File: config.mk
export PLATFORM = sky130hd
export DESIGN_NAME = vidreg_bootctl
export DESIGN_NICKNAME = d
export VERILOG_FILES = /design/src/rtl/vidreg_pkg.sv /design/src/rtl/vidreg_warmup.sv /design/src/rtl/vidreg_vbl.sv /design/src/rtl/vidreg_file.sv /design/src/rtl/vidreg_bootctl.sv
export SDC_FILE = /design/constraint.sdc
export NUM_CORES = 1
export LEC_CHECK = 0
export CAP_MARGIN = 20
export CORE_MARGIN = 2
export CORE_UTILIZATION = 45
export CTS_CLUSTER_SIZE = 14
export DETAILED_ROUTE_END_ITERATION = 10
export HOLD_SLACK_MARGIN = 0.02
export PLACE_DENSITY = 0.72
export SYNTH_ARGS = -nofsm -noshare
export SYNTH_HDL_FRONTEND = slang
export SYNTH_SLANG_ARGS = --single-unit
File: constraint.sdc
create_clock -name clk -period 5 [get_ports clk]
set_clock_uncertainty 0.15 [all_clocks]
set_input_delay 1.5 -clock clk [delete_from_list [all_inputs] [get_ports clk]]
set_output_delay 1.5 -clock clk [all_outputs]
set_load 0.01 [all_outputs]
File: src/rtl/vidreg_pkg.sv
package vidreg_pkg;

  typedef enum logic [2:0] {
    OFS_CTRL = 3'd0,
    OFS_MASK = 3'd1,
    OFS_STAT = 3'd2,
    OFS_SPRA = 3'd3,
    OFS_SPRD = 3'd4,
    OFS_SCRL = 3'd5,
    OFS_ADDR = 3'd6,
    OFS_DATA = 3'd7
  } reg_ofs_e;

  typedef enum logic [1:0] {
    EV_NONE    = 2'd0,
    EV_COLD    = 2'd1,
    EV_WARMPWR = 2'd2,
    EV_RESET   = 2'd3
  } boot_ev_e;

  // Writes to these offsets wait for the warm-up window.
  function automatic logic is_gated(input reg_ofs_e o);
    return (o == OFS_CTRL) || (o == OFS_MASK) ||
           (o == OFS_SCRL) || (o == OFS_ADDR);
  endfunction

  // Window length: nine clocks short of the pre-render line count.
  function automatic int warm_clks(input bit pal);
    return pal ? 33132 : 29658;
  endfunction

  function automatic int vbl_first(input bit pal);
    return pal ? 25681 : 27384;
  endfunction

  function automatic int vbl_period(input bit pal);
    return pal ? 33248 : 29781;
  endfunction

endpackage

File: src/rtl/vidreg_warmup.sv
module vidreg_warmup
  import vidreg_pkg::*;
#(
  parameter int WARM_CLKS = 29658
) (
  input  logic     clk,
  input  boot_ev_e ev,
  output logic     gate_open
);

  localparam int CW = $clog2(WARM_CLKS + 1);

  logic [CW-1:0] cnt_q;
  logic          open_q;

  // Counter stops once the window has closed.
  always_ff @(posedge clk) begin
    if (ev != EV_NONE) begin
      cnt_q  <= '0;
      open_q <= 1'b0;
    end else if (!open_q) begin
      cnt_q <= cnt_q + CW'(1);
      if (cnt_q == CW'(WARM_CLKS - 2)) open_q <= 1'b1;
    end
  end

  assign gate_open = open_q;

  initial begin
    assert (WARM_CLKS >= 2) else $error("window too short");
  end


  gate_shut_chk: assert property (@(posedge clk) disable iff (ev == EV_COLD)
    (ev != EV_NONE) |=> !gate_open);


  gate_sticky_chk: assert property (@(posedge clk) disable iff (ev == EV_COLD)
    (gate_open && ev == EV_NONE) |=> gate_open);


  cnt_bound_chk: assert property (@(posedge clk) disable iff (ev == EV_COLD)
    (ev == EV_NONE) |=> (cnt_q <= CW'(WARM_CLKS - 1)));

endmodule

File: src/rtl/vidreg_vbl.sv
module vidreg_vbl
  import vidreg_pkg::*;
#(
  parameter int VBL_FIRST  = 27384,
  parameter int VBL_PERIOD = 29781
) (
  input  logic     clk,
  input  boot_ev_e ev,
  input  logic     stat_rd,
  output logic     vbl_o
);

  localparam int MAXC = (VBL_FIRST > VBL_PERIOD) ? VBL_FIRST : VBL_PERIOD;
  localparam int PW   = $clog2(MAXC + 1);

  logic [PW-1:0] ph_q;
  logic          first_q;
  logic          vbl_q;
  logic          set_now;

  always_comb begin
    if (first_q) set_now = (ph_q == PW'(VBL_FIRST - 1));
    else         set_now = (ph_q == PW'(VBL_PERIOD - 1));
  end

  always_ff @(posedge clk) begin
    case (ev)
      EV_COLD: begin
        ph_q    <= '0;
        first_q <= 1'b1;
        vbl_q   <= 1'b0;
      end
      EV_WARMPWR: begin
        ph_q    <= '0;
        first_q <= 1'b1;
        vbl_q   <= 1'b1;
      end
      EV_RESET: begin
        ph_q    <= '0;
        first_q <= 1'b1;
      end
      default: begin
        if (set_now) begin
          ph_q    <= '0;
          first_q <= 1'b0;
          vbl_q   <= 1'b1;
        end else begin
          ph_q <= ph_q + PW'(1);
          if (stat_rd) vbl_q <= 1'b0;
        end
      end
    endcase
  end

  assign vbl_o = vbl_q;


  vbl_keep_rst_chk: assert property (@(posedge clk) disable iff (ev == EV_COLD)
    (ev == EV_RESET) |=> (vbl_o == $past(vbl_o)));


  vbl_brief_chk: assert property (@(posedge clk) disable iff (ev == EV_COLD)
    (ev == EV_WARMPWR) |=> vbl_o);


  vbl_rdclr_chk: assert property (@(posedge clk) disable iff (ev == EV_COLD)
    (stat_rd && !set_now && ev == EV_NONE) |=> !vbl_o);


  vbl_set_chk: assert property (@(posedge clk) disable iff (ev == EV_COLD)
    (set_now && ev == EV_NONE) |=> vbl_o);

endmodule

File: src/rtl/vidreg_file.sv
module vidreg_file
  import vidreg_pkg::*;
#(
  parameter int DW         = 8,
  parameter int SAW        = 8,
  parameter int INC_BIT    = 2,
  parameter int ROW_STRIDE = 32,
  parameter logic [DW-1:0] MASK_KEEP = 8'h06
) (
  input  logic            clk,
  input  boot_ev_e        ev,
  input  logic            gate_open,
  input  logic [2:0]      sel,
  input  logic            wr,
  input  logic            rd,
  input  logic [DW-1:0]   wd,
  input  logic [DW-1:0]   vram_q,
  input  logic            dma_we,
  input  logic [DW-1:0]   dma_wd,
  input  logic            vbl,
  output logic            stat_rd,
  output logic [DW-1:0]   rdata,
  output logic            vram_we,
  output logic [2*DW-1:0] vram_wa,
  output logic [DW-1:0]   vram_wd,
  output logic            spr_we,
  output logic [SAW-1:0]  spr_wa,
  output logic [DW-1:0]   spr_wd,
  output logic [DW-1:0]   ctrl,
  output logic [DW-1:0]   mask,
  output logic [2*DW-1:0] scroll,
  output logic [2*DW-1:0] vaddr,
  output logic [SAW-1:0]  spr_addr
);

  localparam int AW = 2 * DW;

  reg_ofs_e        sel_e;
  logic            wr_ok;
  logic [AW-1:0]   step;

  logic [DW-1:0]   ctrl_q, mask_q, rbuf_q, rdata_q, vram_wd_q, spr_wd_q;
  logic [AW-1:0]   scroll_q, vaddr_q, vram_wa_q;
  logic [SAW-1:0]  spra_q, spr_wa_q;
  logic            tog_q, vram_we_q, spr_we_q;

  assign sel_e   = reg_ofs_e'(sel);
  assign wr_ok   = wr && (!is_gated(sel_e) || gate_open);
  assign step    = ctrl_q[INC_BIT] ? AW'(ROW_STRIDE) : AW'(1);
  assign stat_rd = (ev == EV_NONE) && rd && !wr && (sel_e == OFS_STAT);

  always_ff @(posedge clk) begin
    vram_we_q <= 1'b0;
    spr_we_q  <= 1'b0;
    case (ev)
      EV_COLD: begin
        ctrl_q   <= '0;
        mask_q   <= '0;
        scroll_q <= '0;
        vaddr_q  <= '0;
        spra_q   <= '0;
        tog_q    <= 1'b0;
        rdata_q  <= '0;
      end
      EV_WARMPWR, EV_RESET: begin
        ctrl_q   <= '0;
        mask_q   <= mask_q & MASK_KEEP;
        scroll_q <= '0;
        tog_q    <= 1'b0;
        rbuf_q   <= '0;
        if (ev == EV_WARMPWR) vaddr_q <= AW'(1);
      end
      default: begin
        if (dma_we) begin
          spr_we_q <= 1'b1;
          spr_wa_q <= spra_q;
          spr_wd_q <= dma_wd;
          spra_q   <= spra_q + SAW'(1);
        end
        if (wr_ok) begin
          case (sel_e)
            OFS_CTRL: ctrl_q <= wd;
            OFS_MASK: mask_q <= wd;
            OFS_SPRA: if (!dma_we) spra_q <= wd[SAW-1:0];
            OFS_SPRD: begin
              if (!dma_we) begin
                spr_we_q <= 1'b1;
                spr_wa_q <= spra_q;
                spr_wd_q <= wd;
                spra_q   <= spra_q + SAW'(1);
              end
            end
            OFS_SCRL: begin
              if (tog_q) scroll_q[AW-1:DW] <= wd;
              else       scroll_q[DW-1:0]  <= wd;
              tog_q <= ~tog_q;
            end
            OFS_ADDR: begin
              if (tog_q) vaddr_q[DW-1:0]  <= wd;
              else       vaddr_q[AW-1:DW] <= wd;
              tog_q <= ~tog_q;
            end
            OFS_DATA: begin
              vram_we_q <= 1'b1;
              vram_wa_q <= vaddr_q;
              vram_wd_q <= wd;
              vaddr_q   <= vaddr_q + step;
            end
            default: ;
          endcase
        end else if (rd && !wr) begin
          case (sel_e)
            OFS_STAT: begin
              rdata_q <= {vbl, {(DW-1){1'b0}}};
              tog_q   <= 1'b0;
            end
            OFS_DATA: begin
              rdata_q <= rbuf_q;
              rbuf_q  <= vram_q;
              vaddr_q <= vaddr_q + step;
            end
            default: rdata_q <= '0;
          endcase
        end
      end
    endcase
  end

  assign rdata    = rdata_q;
  assign vram_we  = vram_we_q;
  assign vram_wa  = vram_wa_q;
  assign vram_wd  = vram_wd_q;
  assign spr_we   = spr_we_q;
  assign spr_wa   = spr_wa_q;
  assign spr_wd   = spr_wd_q;
  assign ctrl     = ctrl_q;
  assign mask     = mask_q;
  assign scroll   = scroll_q;
  assign vaddr    = vaddr_q;
  assign spr_addr = spra_q;


  ctrl_gated_chk: assert property (@(posedge clk) disable iff (ev == EV_COLD)
    (ev == EV_NONE && wr && sel == 3'd0 && !gate_open) |=> $stable(ctrl));


  keep_on_rst_chk: assert property (@(posedge clk) disable iff (ev == EV_COLD)
    (ev == EV_RESET) |=> ($stable(spr_addr) && $stable(vaddr) && ctrl == '0));


  tog_clear_chk: assert property (@(posedge clk) disable iff (ev == EV_COLD)
    stat_rd |=> !tog_q);


  vram_pulse_chk: assert property (@(posedge clk) disable iff (ev == EV_COLD)
    (ev == EV_NONE && wr && sel == 3'd7) |=> (vram_we && vram_wa == $past(vaddr)));


  dma_pulse_chk: assert property (@(posedge clk) disable iff (ev == EV_COLD)
    (ev == EV_NONE && dma_we) |=> (spr_we && spr_wd == $past(dma_wd)));

endmodule

File: src/rtl/vidreg_bootctl.sv
module vidreg_bootctl
  import vidreg_pkg::*;
#(
  parameter bit PAL_MODE   = 1'b0,
  parameter int DW         = 8,
  parameter int SAW        = 8,
  parameter int INC_BIT    = 2,
  parameter int ROW_STRIDE = 32,
  parameter int WARM_CLKS  = warm_clks(PAL_MODE),
  parameter int VBL_FIRST  = vbl_first(PAL_MODE),
  parameter int VBL_PERIOD = vbl_period(PAL_MODE)
) (
  input  logic            clk,
  input  logic            pwr_on,
  input  logic            pwr_brief,
  input  logic            rst,
  input  logic [2:0]      reg_sel,
  input  logic            reg_wr,
  input  logic            reg_rd,
  input  logic [DW-1:0]   reg_wd,
  output logic [DW-1:0]   reg_rdata,
  input  logic [DW-1:0]   vram_q,
  output logic            vram_we,
  output logic [2*DW-1:0] vram_wa,
  output logic [DW-1:0]   vram_wd,
  input  logic            dma_we,
  input  logic [DW-1:0]   dma_wd,
  output logic            spr_we,
  output logic [SAW-1:0]  spr_wa,
  output logic [DW-1:0]   spr_wd,
  output logic [DW-1:0]   ctrl_o,
  output logic [DW-1:0]   mask_o,
  output logic [2*DW-1:0] scroll_o,
  output logic [2*DW-1:0] vaddr_o,
  output logic [SAW-1:0]  spr_addr_o,
  output logic            vblank_o
);

  boot_ev_e ev;
  logic     gate_open;
  logic     stat_rd;
  logic     vbl;

  // Power-on outranks warm reset.
  always_comb begin
    ev = EV_NONE;
    if (pwr_on)   ev = pwr_brief ? EV_WARMPWR : EV_COLD;
    else if (rst) ev = EV_RESET;
  end

  vidreg_warmup #(.WARM_CLKS(WARM_CLKS)) warm_i (
    .clk(clk), .ev(ev), .gate_open(gate_open)
  );

  vidreg_vbl #(.VBL_FIRST(VBL_FIRST), .VBL_PERIOD(VBL_PERIOD)) vbl_i (
    .clk(clk), .ev(ev), .stat_rd(stat_rd), .vbl_o(vbl)
  );

  vidreg_file #(
    .DW(DW), .SAW(SAW), .INC_BIT(INC_BIT), .ROW_STRIDE(ROW_STRIDE)
  ) file_i (
    .clk(clk), .ev(ev), .gate_open(gate_open),
    .sel(reg_sel), .wr(reg_wr), .rd(reg_rd), .wd(reg_wd),
    .vram_q(vram_q), .dma_we(dma_we), .dma_wd(dma_wd), .vbl(vbl),
    .stat_rd(stat_rd), .rdata(reg_rdata),
    .vram_we(vram_we), .vram_wa(vram_wa), .vram_wd(vram_wd),
    .spr_we(spr_we), .spr_wa(spr_wa), .spr_wd(spr_wd),
    .ctrl(ctrl_o), .mask(mask_o), .scroll(scroll_o),
    .vaddr(vaddr_o), .spr_addr(spr_addr_o)
  );

  assign vblank_o = vbl;

endmodule

# Word-level counts from Yosys, hierarchy flattened

Cells that the tools add are included.

Register bits: 148
Output and inout port bits: 107
Word-level logic and storage cells: 147

$add $sub $neg: 4
Equal/unequal tests: 19
Multiplexer cells: 52
Bitwise operators: 6
Reductions and logical operators: 44

Operators with widths:

| operator              | number |
|---|---|
| $mux 8                | 21 |
| $pmux 8 s2            | 6 |
| $mux 16               | 4 |
| $pmux 16 s2           | 2 |
| $eq 15x15->1 const B  | 3 |
| $add 15x1->15 const B | 2 |
| $reduce_and 3->1      | 6 |
| $add 16x16->16        | 1 |
| $reduce_bool 2->1     | 8 |
| $reduce_bool 4->1     | 4 |
| $mux 1                | 14 |
| $eq 3x3->1 const B    | 4 |
| $ne 5x5->1 const B    | 2 |
| $reduce_and 5->1      | 2 |
| $add 8x1->8 const B   | 1 |
| $reduce_or 4->1       | 2 |
| $eq 3x2->1 const B    | 2 |
| $mux 2                | 3 |
| $mux 6                | 1 |
| $ne 2x2->1 const B    | 3 |
| $not 1->1             | 6 |
| $reduce_and 2->1      | 3 |
| $reduce_bool 3->1     | 2 |
| $logic_and 1x1->1     | 5 |
| 12 further kinds      | 18 |

# Depth between registers and ports, before layout

Depth in word-level cells: 9
Gate-level depth with buffers: 10

# Modules after synthesis

From an unflattened synthesis, not the netlist that was laid out.

Cell total of the unflattened synthesis: 596
Area total of the unflattened synthesis: 6740.2 µm²

Modules (own cells, without submodules):

| module         | times used | cells each | area an instance (µm²) | seq. area each (µm²) |
|---|---|---|---|---|
| vidreg_file    | 1          | 411        | 5066.1                 | 3183.1 |
| vidreg_vbl     | 1          | 93         | 864.6                  | 350.3 |
| vidreg_warmup  | 1          | 87         | 783.3                  | 320.3 |
| vidreg_bootctl | 1          | 5          | 26.3                   | 0.0 |

# Least setup slack after synthesis

Ideal clock, no wire load.

Path type: input -> register
From: in pwr_on
To: reg file_i.vram_wa_q[0], in the netlist file_i.vram_wa[0], enable pin
Setup time: 435 ps
Data arrival time: 3684 ps
Data required time: 4415 ps
Setup slack: 731 ps
Stages on the path: 3
Buffers on the path: 1
Cell sequence: or2_2 > clkbuf_1 > nor3_1

Cells in the longest elaborated chain, start to end: 5

Ends and longest elaborated chain:

| item                                            | RTL line             | RTL |
|---|---|---|
| start: declaration                              | vidreg_bootctl.sv:14 | `input logic pwr_on,` |
| $mux 2 *                                        | vidreg_bootctl.sv:47 | `if (pwr_on) ev = pwr_brief ? EV_WARMPWR : EV_COLD;` |
| $eq 2x1->1 / $eq 2x2->1 (equally long branches) | vidreg_file.sv:55    | `case (ev)` |
| $reduce_or 3->1 (no line) *                     | --                   |  |
| $not 1->1 (no line) *                           | --                   |  |
| $reduce_and 3->1 (no line) *                    | --                   |  |
| end signal: assignment                          | vidreg_file.sv:105   | `vram_wa_q <= vaddr_q;` |
| end: declaration                                | vidreg_file.sv:43    | `logic [AW-1:0] scroll_q, vaddr_q, vram_wa_q;` |

Mark *: on every way between the ends. The rest lies on a longest branch, timed or not.
A chain may end at the register's enable or synchronous reset.

# Final worst setup path

From: in pwr_on
To: reg file_i.spra_q[5], in the netlist file_i.spr_addr[5], data pin

Cells in the longest elaborated chain, start to end: 4

Ends and longest elaborated chain:

| item                   | RTL line             | RTL |
|---|---|---|
| $mux 2 *               | vidreg_bootctl.sv:47 |  |
| $eq 2x2->1             | vidreg_file.sv:55    |  |
| $reduce_or 2->1        | --                   |  |
| $pmux 8 s2 *           | vidreg_file.sv:55    |  |
| end signal: assignment | vidreg_file.sv:78    | `spra_q <= spra_q + SAW'(1);` |
| end signal: assignment | vidreg_file.sv:84    | `OFS_SPRA: if (!dma_we) spra_q <= wd[SAW-1:0];` |
| end signal: assignment | vidreg_file.sv:90    | `spra_q <= spra_q + SAW'(1);` |
| end: declaration       | vidreg_file.sv:44    | `logic [SAW-1:0] spra_q, spr_wa_q;` |

Marked as above.

==> out/qor.csv <==
metric;value;unit
htree depth;4;
post-CTS setup buffers;0;
post-synth top area share;39.73;%
status;finished clean;
Setup violations, final;0;
die width;126.3;um
sequential share of power;47.3;%
setup TNS;0;ps
# resized after CTS;0;
Vias/cell;5.421;
worst r2r path cells;7;
most common cell after layout, fill and taps aside;clkdlybuf4s50_1;
Clk pwr share;42.8;%
Clock Latency Late Sink;430;ps
I/O Buffers;140;
starting density of the core;46.11;%
worst slack at placement;543.9;ps
WHS;340.3;ps
crit share post-route;80.98;%
Critical Path RT;5030;ps
Seq cells post-synth;148;
GR Overflow Total;0;
fill cell count;1134;
Pint;2.262;mW
area delta synth->final;31.86;%
Startpoint Class;primary input;
vias in the first global route;4846;
Final GP Congestion;0.8817;
first-pass GRT wire length;25850;um
f_max;247.0;MHz
RSZ-0062 raised after global routing;no;
core footprint;0.01459;mm^2
total track usage;20.81;%
Synth area leader;edfxtp_1;
clock buffer depth;2;
Net Sw Frac;23.44;%
Worst Slack Setup Final;951.1;ps
Mapped Area;0.006726;mm^2
DR WL/cell;17.24;um
fin area;0.008870;mm^2
Async S/R FF share, synth;0;%
DRC viols;0;
Inserted Diodes;0;
Die ar.;0.01594;mm^2
via count;5096;
clk root buf;clkbuf_16;
Syn Inst Count;606;
syn avg cell area;11.10;um^2
most frequent cells in the layout;clkdlybuf4s50_1 (140), edfxtp_1 (89), nor2_1 (79);
# clock sinks;148;
initial antenna violation count;0;
Worst Path Max Fanout;14;
hold depth;2;
CTS tree;yes;
Synth cell types;59;
antenna-violating nets left;0;
DIE HEIGHT;126.3;um
placed inst area;0.008268;mm^2
Ports;141;
Max-cap violations;0;
Comb power frac;10.0;%
Synth Warn #;0;
Worst Setup End Kind;flop;
fin. max-slew vios;0;
VDD IR max;275.2;uV
worst rel slew slack;36.64;%
CTS Buf Count;17;
Post-CTS Hold Buffers;0;
Syn Nets;651;
std cell rows;44;
Top FF cell, synth;edfxtp_1;
fraction of layout cells with a size suffix above 1;7.937;%
power per cell area;333.1;mW/mm^2
Final Hold Vio Count;0;
largest cells by area after synthesis;edfxtp_1 (40%), dfxtp_1 (18%), mux2i_1 (5.4%), nor2_1 (4.4%), xor2_1 (3.9%);
crit path DAT;4080;ps
Clock Pin Slew Worst Setup and Hold Paths;60;ps
Leakage;3.228;nW
hpwl dp;11230;um
Worst Max-Slew Pin Slew;950.5;ps
DR pass1 iterations;5;
maximum number of pins on one net before global-route repair;45;
Final nets;788;
EDFF count, synth;89;
crit path time final;4049;ps
critical path type;primary input to flop;
Seq/Total Area, Yosys;57.29;%
Hold Path Class;flop to flop;
Tot Pwr;2.955;mW
DRT iter0 DRCs;532;
switching power;0.6926;mW
Routed WL;16210;um
[sequential cells by signal, summed over array words and instances (netlist names)]
name              count
file_i.vram_we        1
file_i.vram_wd        8
warm_i.cnt_q         15
file_i.spr_addr       8
file_i.spr_wd         8
file_i.tog_q          1
vbl_i.ph_q           15
file_i.ctrl           8
file_i.scroll        16
file_i.spr_wa         8
file_i.vaddr         16
file_i.rbuf_q         8
vbl_i.vbl_o           1
file_i.spr_we         1
warm_i.gate_open      1
file_i.rdata          8
vbl_i.first_q         1
file_i.vram_wa       16
file_i.mask           8
[critical path, cell delays in order]
cell and delay, ps:
clkdlybuf4s50_1 540, nand2b_1 300, nand2_2 160, inv_1 340, ha_1 540, nor2b_1 110, o21ai_0 260, nor2_1 100
a31o_2 230
[stage by stage]
| step | util, % | instances |
|---|---|---|
| 6_report | 60.80 | 940 |
| 5_1_grt | 60.80 | 940 |
| 4_1_cts | 60.80 | 940 |
| 3_5_place_dp | 56.67 | 908 |
| 3_3_place_gp | 56.67 | 908 |
| 2_1_floorplan | - | 606 |
[area by class of cell]
class | instances | area, um^2 | area share (%)
Clock inverter | 9 | 58.81 | 0.6630
Timing Repair Buffer | 148 | 1461 | 16.48
Tap cell | 184 | 230.2 | 2.596
Inverter | 14 | 52.55 | 0.5925
Sequential cell | 148 | 3854 | 43.45
Clock buffer | 23 | 543.0 | 6.122
Multi-Input combinational cell | 414 | 2670 | 30.10
[synth_stat cells (4+ instances only)]
cell type	count
and4_1	4
nor2b_1	7
a21oi_1	31
xor2_1	30
nor3b_1	4
nand2_1	38
nor3_1	6
and3_1	16
mux2i_1	36
inv_1	14
o22ai_1	4
ha_1	11
nand3_1	19
xnor2_1	16
nor2_1	79
buf_2	10
clkbuf_1	15
mux2_2	8
o21ai_0	26
a31oi_1	4
dfxtp_1	59
nand4_1	12
edfxtp_1	89
and2_1	16
[power by group through the flow]
stage	Combinational [mW]	Sequential [mW]	Clock, mW
floorplan	0.139	1.43	0
global placement	0.289	1.42	0
detailed placement	0.294	1.42	0
CTS	0.296	1.40	1.28
global route	0.320	1.40	1.33
finish	0.294	1.40	1.26
[kinds of logic after synthesis]
family | after synthesis | synth area share [%]
buffers and inverters | 44 | 3.088
and+or+nand+nor | 228 | 17.35
adders and majority gates | 11 | 2.046
xor gates and xnor gates | 46 | 5.989
muxes | 44 | 6.697
AOI/OAI and AO/OA | 85 | 7.534
DFF | 148 | 57.29
[per-layer routing]
metal / track usage (%) / wire length, um / up-vias
li1: - / - / 2445
met2: 33.55 / 7757 / 204
met5: 0 / 0 / -
met3: 5.268 / 1023 / 25
met4: 8.274 / 346 / 0
met1: 26.98 / 7083 / 2422
[worst paths after layout]
check	from	slack, ps	end
max	pwr_on	950	file_i.spr_addr[5]
max reg2reg	file_i.vaddr[0]	2630	file_i.vaddr[12]
min	vbl_i.first_q	340	vbl_i.first_q
min reg2reg	vbl_i.first_q	340	vbl_i.first_q
Note: power is estimated with default switching activity, not from simulation.
